## config.mk

```make
export PLATFORM = sky130hd
export DESIGN_NAME = uif_ctrl
export DESIGN_NICKNAME = d
export VERILOG_FILES = /design/src/rtl/uif_pkg.sv /design/src/rtl/uif_gate.sv /design/src/rtl/uif_flag_reg.sv /design/src/rtl/uif_status.sv /design/src/rtl/uif_ctrl.sv
export SDC_FILE = /design/constraint.sdc
export NUM_CORES = 1
export LEC_CHECK = 0
export ABC_AREA = 1
export BUFFER_PORTS_ARGS = -buffer_cell sky130_fd_sc_hd__buf_2
export CAP_MARGIN = 20
export CORE_AREA = 8 8 45 47
export DETAILED_ROUTE_END_ITERATION = 16
export DIE_AREA = 0 0 53 55
export HOLD_SLACK_MARGIN = 0.05
export SYNTH_ARGS = -nofsm -noshare
export SYNTH_HDL_FRONTEND = slang
export SYNTH_SLANG_ARGS = --single-unit
```

## constraint.sdc

```tcl
create_clock -name clk -period 1.2 [get_ports clk]
set_input_delay 0.18 -clock clk [delete_from_list [all_inputs] [get_ports clk]]
set_output_delay 0.18 -clock clk [all_outputs]
set_load 0.05 [all_outputs]
```

## src/rtl/uif_pkg.sv

```systemverilog
package uif_pkg;
  localparam int OP_W  = 2;
  localparam int RES_W = 8;

  typedef enum logic [OP_W-1:0] {
    UOP_NONE = 2'b00,
    UOP_CLR  = 2'b01,
    UOP_SET  = 2'b10,
    UOP_TEST = 2'b11
  } uop_e;

  typedef struct packed {
    logic cf;
    logic zf;
    logic af;
    logic of_f;
    logic pf;
    logic sf;
  } uif_stat_t;
endpackage

```

## src/rtl/uif_gate.sv

```systemverilog
module uif_gate
  import uif_pkg::*;
(
  input  logic            clk,
  input  logic            rst,
  input  logic            op_valid,
  input  logic [OP_W-1:0] op_code,
  input  logic            cr_en,
  input  logic            long_mode,
  input  logic            enclave,
  input  logic            in_txn,
  output logic            ud_fault,
  output logic            txn_abort,
  output logic            do_clr,
  output logic            do_set,
  output logic            do_test
);
  uop_e op;
  logic is_real, mode_ok, writes_flag;

  always_comb begin
    op          = uop_e'(op_code);
    is_real     = op_valid && (op != UOP_NONE);
    mode_ok     = cr_en && long_mode && !enclave;
    writes_flag = (op == UOP_CLR) || (op == UOP_SET);
    // mode check first, transaction check only for legal ops
    ud_fault    = is_real && !mode_ok;
    txn_abort   = is_real && mode_ok && in_txn && writes_flag;
    do_clr      = is_real && mode_ok && !in_txn && (op == UOP_CLR);
    do_set      = is_real && mode_ok && !in_txn && (op == UOP_SET);
    do_test     = is_real && mode_ok && (op == UOP_TEST);
  end

  // fault and abort never together
  p_one_pulse_r8: assert property (@(posedge clk) disable iff (rst)
    !(ud_fault && txn_abort));
  // quiet without a strobe
  p_quiet_r9: assert property (@(posedge clk) disable iff (rst)
    !op_valid |-> (!ud_fault && !txn_abort && !do_clr && !do_set && !do_test));
  // a test never aborts
  p_test_noabort_r6: assert property (@(posedge clk) disable iff (rst)
    do_test |-> !txn_abort);
endmodule

```

## src/rtl/uif_flag_reg.sv

```systemverilog
module uif_flag_reg (
  input  logic clk,
  input  logic rst,
  input  logic do_clr,
  input  logic do_set,
  output logic flag_q,
  output logic deliver_ok
);
  always_ff @(posedge clk) begin
    if (rst)         flag_q <= 1'b0;
    else if (do_set) flag_q <= 1'b1;
    else if (do_clr) flag_q <= 1'b0;
  end

  always_comb begin
    if (do_set)      deliver_ok = 1'b1;
    else if (do_clr) deliver_ok = 1'b0;
    else             deliver_ok = flag_q;
  end


  p_clear_r2: assert property (@(posedge clk) disable iff (rst)
    do_clr |=> !flag_q);
  p_set_r2: assert property (@(posedge clk) disable iff (rst)
    do_set |=> flag_q);
  // look-ahead matches the value the next cycle holds
  p_lookahead_r3: assert property (@(posedge clk) disable iff (rst)
    1'b1 |=> flag_q == $past(deliver_ok));
endmodule

```

## src/rtl/uif_status.sv

```systemverilog
module uif_status
  import uif_pkg::*;
#(
  parameter int RW = RES_W
) (
  input  logic          clk,
  input  logic          rst,
  input  logic          do_test,
  input  logic          flag_q,
  output uif_stat_t     stat_q,
  output logic [RW-1:0] result_q,
  output logic          valid_q
);
  always_ff @(posedge clk) begin
    if (rst) begin
      stat_q   <= '0;
      result_q <= '0;
      valid_q  <= 1'b0;
    end else begin
      valid_q <= do_test;
      if (do_test) begin
        stat_q    <= '0;
        stat_q.cf <= flag_q;
        result_q  <= RW'(flag_q);
      end
    end
  end


  p_test_cf_r7: assert property (@(posedge clk) disable iff (rst)
    do_test |=> (valid_q && stat_q.cf == $past(flag_q) && !stat_q.zf
                 && !stat_q.sf && result_q == RW'(stat_q.cf)));

  p_hold_r10: assert property (@(posedge clk) disable iff (rst)
    !do_test |=> ($stable(stat_q) && $stable(result_q) && !valid_q));
endmodule

```

## src/rtl/uif_ctrl.sv

```systemverilog
module uif_ctrl
  import uif_pkg::*;
(
  input  logic            clk,
  input  logic            rst,
  input  logic            op_valid,
  input  logic [OP_W-1:0] op_code,
  input  logic            cr_en,
  input  logic            long_mode,
  input  logic            enclave,
  input  logic            in_txn,
  output logic            flag,
  output logic            deliver_ok,
  output logic            cf,
  output logic            zf,
  output logic            af,
  output logic            of_f,
  output logic            pf,
  output logic            sf,
  output logic [RES_W-1:0] result,
  output logic            test_valid,
  output logic            ud_fault,
  output logic            txn_abort
);
  logic do_clr, do_set, do_test;
  uif_stat_t stat;

  uif_gate u_gate (
    .clk(clk), .rst(rst), .op_valid(op_valid), .op_code(op_code),
    .cr_en(cr_en), .long_mode(long_mode), .enclave(enclave), .in_txn(in_txn),
    .ud_fault(ud_fault), .txn_abort(txn_abort),
    .do_clr(do_clr), .do_set(do_set), .do_test(do_test)
  );

  uif_flag_reg u_flag (
    .clk(clk), .rst(rst), .do_clr(do_clr), .do_set(do_set),
    .flag_q(flag), .deliver_ok(deliver_ok)
  );

  uif_status #(.RW(RES_W)) u_stat (
    .clk(clk), .rst(rst), .do_test(do_test), .flag_q(flag),
    .stat_q(stat), .result_q(result), .valid_q(test_valid)
  );

  assign cf   = stat.cf;
  assign zf   = stat.zf;
  assign af   = stat.af;
  assign of_f = stat.of_f;
  assign pf   = stat.pf;
  assign sf   = stat.sf;

  // illegal operation leaves the flag alone
  p_ud_hold_r4: assert property (@(posedge clk) disable iff (rst)
    ud_fault |=> $stable(flag));
  // aborted write leaves the flag alone
  p_abort_hold_r5: assert property (@(posedge clk) disable iff (rst)
    txn_abort |=> $stable(flag));
endmodule

```

---- Yosys cells after proc, flatten, opt, wreduce, memory -nomap -nowiden ----
Index checks and enable logic that the tools add are counted.
cells by class
  equality and inequality tests ........... 3
  mux-type cells .......................... 2
  reduce and logical (&&, ||, !) cells .... 16
operator list
  cell                                                             number
  1-bit logical AND                                                11
  2-bit == test, second input constant                             2
  1-bit logical NOT                                                3
  2-bit by 1-bit == test with 1-bit output, second input constant  1
  1-bit 2-to-1 mux                                                 2
  2-bit nonzero test                                               1
  1-bit logical OR                                                 1
word-level totals
  flip-flop bits (word level) ............. 3
  bits of input ports ..................... 9

---- Longest topological paths before layout ----
  word-level depth ........................ 7
  depth in mapped cells ................... 8
  gate-level depth less buffers ........... 8

---- Cells and area by module ----
Synthesis repeated with hierarchy kept, for this count alone.
unflattened totals
  cell total of the unflattened synthesis .. 52
  area total of the unflattened synthesis .. 350.3 um^2
modules (own cells, without submodules)
  module        times used  cells an instance  area an instance (um^2)  sequential area each (um^2)
  uif_status    1           24                 173.9                    40.0
  uif_gate      1           22                 130.1                    0.0
  uif_flag_reg  1           6                  46.3                     20.0

---- Worst setup path before layout ----
No wires, ideal clock.
  path kind ............................... input port to output port
  start ................................... input op_code[0]
  end ..................................... output txn_abort
  arrival time ............................ 1.363 ns
  data required time ...................... 1.020 ns
  path slack .............................. -0.343 ns
  stages .................................. 7
  path through ............................ inv_1 -> ha_1 -> inv_1 -> nand2_2 -> nor2_4 -> nand2_1 -> nor2_1
on the way
  word-level cells in the longest chain between the ends .. 5
  elaborated cells between the ends (all ways) .. 8
  classes of those cells .................. eq/ne: 2; reduce/logical: 6
RTL lines
  item                            RTL line        text
  start: declaration              uif_ctrl.sv:7   input logic [OP_W-1:0] op_code,
  2-bit nonzero test              uif_gate.sv:23  is_real = op_valid && (op != UOP_NONE);
  1-bit logical AND               uif_gate.sv:23
  1-bit logical AND (2 in a row)  uif_gate.sv:28  txn_abort = is_real && mode_ok && in_txn && writes_flag;
  1-bit logical AND *             uif_gate.sv:28
  end: declaration                uif_ctrl.sv:23  output logic txn_abort
Mark *: on every way between the ends. The rest lies on a longest branch, timed or not.

---- Worst setup path in the final report ----
  start ................................... input op_code[1]
  end ..................................... output deliver_ok
on the way
  word-level cells in the longest chain between the ends .. 7
  elaborated cells between the ends (all ways) .. 10
  classes of those cells .................. eq/ne: 2; mux: 2; reduce/logical: 6
RTL lines
  item                            RTL line                        text
  2-bit nonzero test              uif_gate.sv:23
  1-bit logical AND               uif_gate.sv:23
  1-bit logical AND (2 in a row)  uif_gate.sv:29, uif_gate.sv:30
  1-bit logical AND               uif_gate.sv:29                  do_clr = is_real && mode_ok && !in_txn && (op == UOP_CLR);
  1-bit 2-to-1 mux                uif_flag_reg.sv:17              else if (do_clr) deliver_ok = 1'b0;
  1-bit 2-to-1 mux *              uif_flag_reg.sv:16              if (do_set) deliver_ok = 1'b1;
  end: declaration                uif_ctrl.sv:13                  output logic deliver_ok,
Marked as above.

==> flow_results.xml <==
<?xml version="1.0" encoding="UTF-8"?>
<metrics>
  <group name="sta">
    <metric name="min_period" unit="ps">1190</metric>
    <metric name="finalHoldViolCount" unit="">0</metric>
    <metric name="fin_crit_sh" unit="%">99.3</metric>
    <metric name="timing.fmax" unit="MHz">839</metric>
    <metric name="finalSetupTns" unit="ps">0</metric>
    <metric name="worst_hold_slack" unit="ps">130</metric>
    <metric name="finalSetupViolCount" unit="">0</metric>
    <metric name="clock_skew" unit="ps">0.0208</metric>
    <metric name="timing.final.max_slew_violations" unit="">0</metric>
    <metric name="grt_setup_unrepaired" unit="">true</metric>
  </group>
  <group name="detailed_routing">
    <metric name="route.detailed.wl_per_inst" unit="um">9.10</metric>
    <metric name="via_per_inst" unit="">3.62</metric>
    <metric name="route.detailed.drc" unit="">0</metric>
    <metric name="drt_pre_antenna_iters" unit="">3</metric>
    <metric name="count_of_vias_placed_by_the_detailed_router" unit="">322</metric>
    <metric name="routed_wire_length" unit="um">810</metric>
    <metric name="first_iter_violations" unit="">5</metric>
    <metric name="ant_nets" unit="">0</metric>
  </group>
  <group name="setup_path">
    <metric name="cp.arrival" unit="ps">1010</metric>
    <metric name="critical_path_end_type" unit="">output port</metric>
    <metric name="setup.reg_to_reg.worst_slack" unit="ps">480</metric>
    <metric name="max_stage_delay" unit="ps">160</metric>
    <metric name="reg2reg_depth" unit="">3</metric>
    <metric name="worst-path-stages" unit="">9</metric>
    <metric name="timing.critical_path.slowest_stage_cell" unit="">ha_4</metric>
    <metric name="critical_path.startpoint_type" unit="">primary input</metric>
    <metric name="cp.buffers_inverters" unit="">4</metric>
    <metric name="cp_max_fo" unit="">3</metric>
    <metric name="setup.worst_path.class" unit="">in -&gt; out</metric>
    <metric name="worstPathRequired" unit="ps">1020</metric>
    <metric name="worst_path_dominant_cell_family" unit="">simple AND/OR/NAND/NOR gates</metric>
    <metric name="cp_cell_sequence" unit="">buf_8 -&gt; inv_6 -&gt; ha_4 -&gt; inv_2 -&gt; nand2_2 -&gt; nor2_4 -&gt; nand3_2 -&gt; nand2_2 -&gt; buf_8</metric>
  </group>
  <group name="placed_design">
    <metric name="placedCellCount" unit="">82</metric>
    <metric name="buffers_added_on_ports" unit="">15</metric>
    <metric name="finalWeightedCongestion" unit="">0.761</metric>
    <metric name="dp_hpwl" unit="um">666</metric>
  </group>
  <group name="floorplanning">
    <metric name="floorplan.initialDensity" unit="%">24.1</metric>
    <metric name="die_w" unit="um">53</metric>
    <metric name="die_y" unit="um">55</metric>
    <metric name="io-pin-count" unit="">28</metric>
    <metric name="design.core.area" unit="um2">1380</metric>
    <metric name="dieArea" unit="um2">2920</metric>
    <metric name="floorplan.rows" unit="">14</metric>
  </group>
  <group name="run">
    <metric name="max_cap_viol_count" unit="">0</metric>
  </group>
  <group name="hold_path">
    <metric name="worst_hold_path_type" unit="">in -&gt; reg</metric>
    <metric name="hold-path-cell-count" unit="">2</metric>
  </group>
  <group name="cts">
    <metric name="cts.clk_slew.worst_paths" unit="ps">40</metric>
    <metric name="clock_tree_from_tritoncts" unit="">built</metric>
    <metric name="ctsHtreeMaxLevel" unit="">1</metric>
    <metric name="root_buffer" unit="">clkbuf_4</metric>
    <metric name="cts.sink_count" unit="">3</metric>
    <metric name="clkLatencyLatePin" unit="ps">230</metric>
    <metric name="ctsHoldBuffers" unit="">0</metric>
    <metric name="clock_path_buffers" unit="">2</metric>
    <metric name="tritoncts.num_buffers" unit="">3</metric>
  </group>
  <group name="synth">
    <metric name="seq_cells_post_synth" unit="">3</metric>
    <metric name="ys_warn_count" unit="">0</metric>
    <metric name="syn_area" unit="um2">334</metric>
    <metric name="synth.avg_cell_area" unit="um2">7.26</metric>
    <metric name="syn-instance-count" unit="">46</metric>
    <metric name="ys_types" unit="">13</metric>
    <metric name="seq_area_frac_synth" unit="%">18.0</metric>
  </group>
  <group name="power">
    <metric name="total_power" unit="uW">460</metric>
    <metric name="vdd.ir_drop.worst" unit="V">0.000346</metric>
    <metric name="power.density_cell_area" unit="nW/um2">813</metric>
    <metric name="power.leakage" unit="uW">0.000296</metric>
  </group>
  <group name="layout">
    <metric name="layout.cells.non_filler" unit="">89</metric>
    <metric name="antenna_cells_inserted" unit="">0</metric>
    <metric name="final_core_util" unit="%">40.9</metric>
    <metric name="layout.cells.most_common_list" unit="">12 x conb_1, 10 x buf_2, 10 x buf_4, 5 x nand2_1</metric>
    <metric name="most_common_cell_after_layout_fill_and_taps_aside" unit="">conb_1</metric>
    <metric name="final_net_count" unit="">87</metric>
    <metric name="areaGrowthSynthToFinish" unit="%">69.3</metric>
    <metric name="layout-drive-gt1-share" unit="%">57.5</metric>
  </group>
  <group name="global_routing">
    <metric name="grt_pass1_wl" unit="um">1190</metric>
    <metric name="grt.overflow.total" unit="">0</metric>
    <metric name="maximum_number_of_pins_on_one_net_before_global_route_repair" unit="">4</metric>
    <metric name="global_route.usage.total" unit="%">5.02</metric>
    <metric name="first_global_vias" unit="">326</metric>
    <metric name="antenna_found_initial" unit="">0</metric>
  </group>
  <group name="status">
    <metric name="status" unit="">finished clean</metric>
  </group>
</metrics>
[worst reg2reg max path: cells and delay by family (launching register included)]
kind / cells / cell delay (ps)
buf+inv: 1 / 130
simple gates: 1 / 70
flops: 1 / 330
compound gates: 1 / 110
[power by group]
group / switching (uW) / internal [uW] / total (uW) / leakage [uW]
logic: 133 / 50.5 / 184 / 0.000257
clock network: 51.0 / 125 / 176 / 0.0000150
registers: 0.166 / 101 / 101 / 0.0000247
[final cells by class]
cell class,instances,area (um2)
sequential,3,61.3
timing repair buffer,25,193
tap,16,20.0
multi-input combinational,35,235
fill,150,818
clock buffer,4,26.3
inverter,6,30.0
[synth_stat cells, drive strengths merged]
| cell | n | area share, % |
|---|---|---|
| a21oi | 2 | 3.0 |
| nand2 | 7 | 8.6 |
| buf | 13 | 29 |
| nor2 | 6 | 9.0 |
| dfxtp | 3 | 18 |
| inv | 6 | 6.7 |
| nand4 | 1 | 1.9 |
| nand3 | 3 | 7.5 |
| conb | 1 | 1.1 |
| ha | 4 | 15 |
[per-layer routing]
layer / global-route usage, % / share of wire [%] / vias up
met2: 10.4 / 55 / 14
met3: 1.87 / 15 / 0
met4: 1.29 / 0 / 0
li1: - / - / 168
met5: 0 / 0 / -
met1: 4.39 / 30 / 140
[sequential cells by signal, summed over array words and instances, names as in the netlist]
name	cells
u_flag.flag_q	1
u_stat.result_q	1
u_stat.valid_q	1
[path summary, 6_finish.rpt]
| check | from | endpoint |
|---|---|---|
| hold reg to reg | u_stat.result_q[0] | u_stat.result_q[0] |
| setup reg to reg | u_flag.flag_q | u_flag.flag_q |
| setup / recovery | op_code[1] | deliver_ok |
| hold / removal | rst | u_flag.flag_q |
[stage by stage]
step	worst slack (ps)	area, um2
2_1_floorplan	-133	384
3_3_place_gp	-165	434
6_report	8.48	566
5_1_grt	-42.5	566
4_1_cts	8.51	527
3_5_place_dp	-179	434
[cell families after synthesis]
group           Yosys count  synth area share (%)
flops                     3                  18.0
other cells               1                  1.12
buf+inv                  19                  36.0
compound gates            2                  3.00
fa+ha+maj                 4                  15.0
simple gates             17                  27.0
[repair_timing]
| item | 4_1_cts | 5_1_grt |
|---|---|---|
| gates resized for setup | 13 | 10 |
| buffers inserted | 3 | 0 |
| endpoints found under the setup margin | 3 | 2 |
| pin swaps | 6 | 7 |
(Power assumes the default switching activity.)
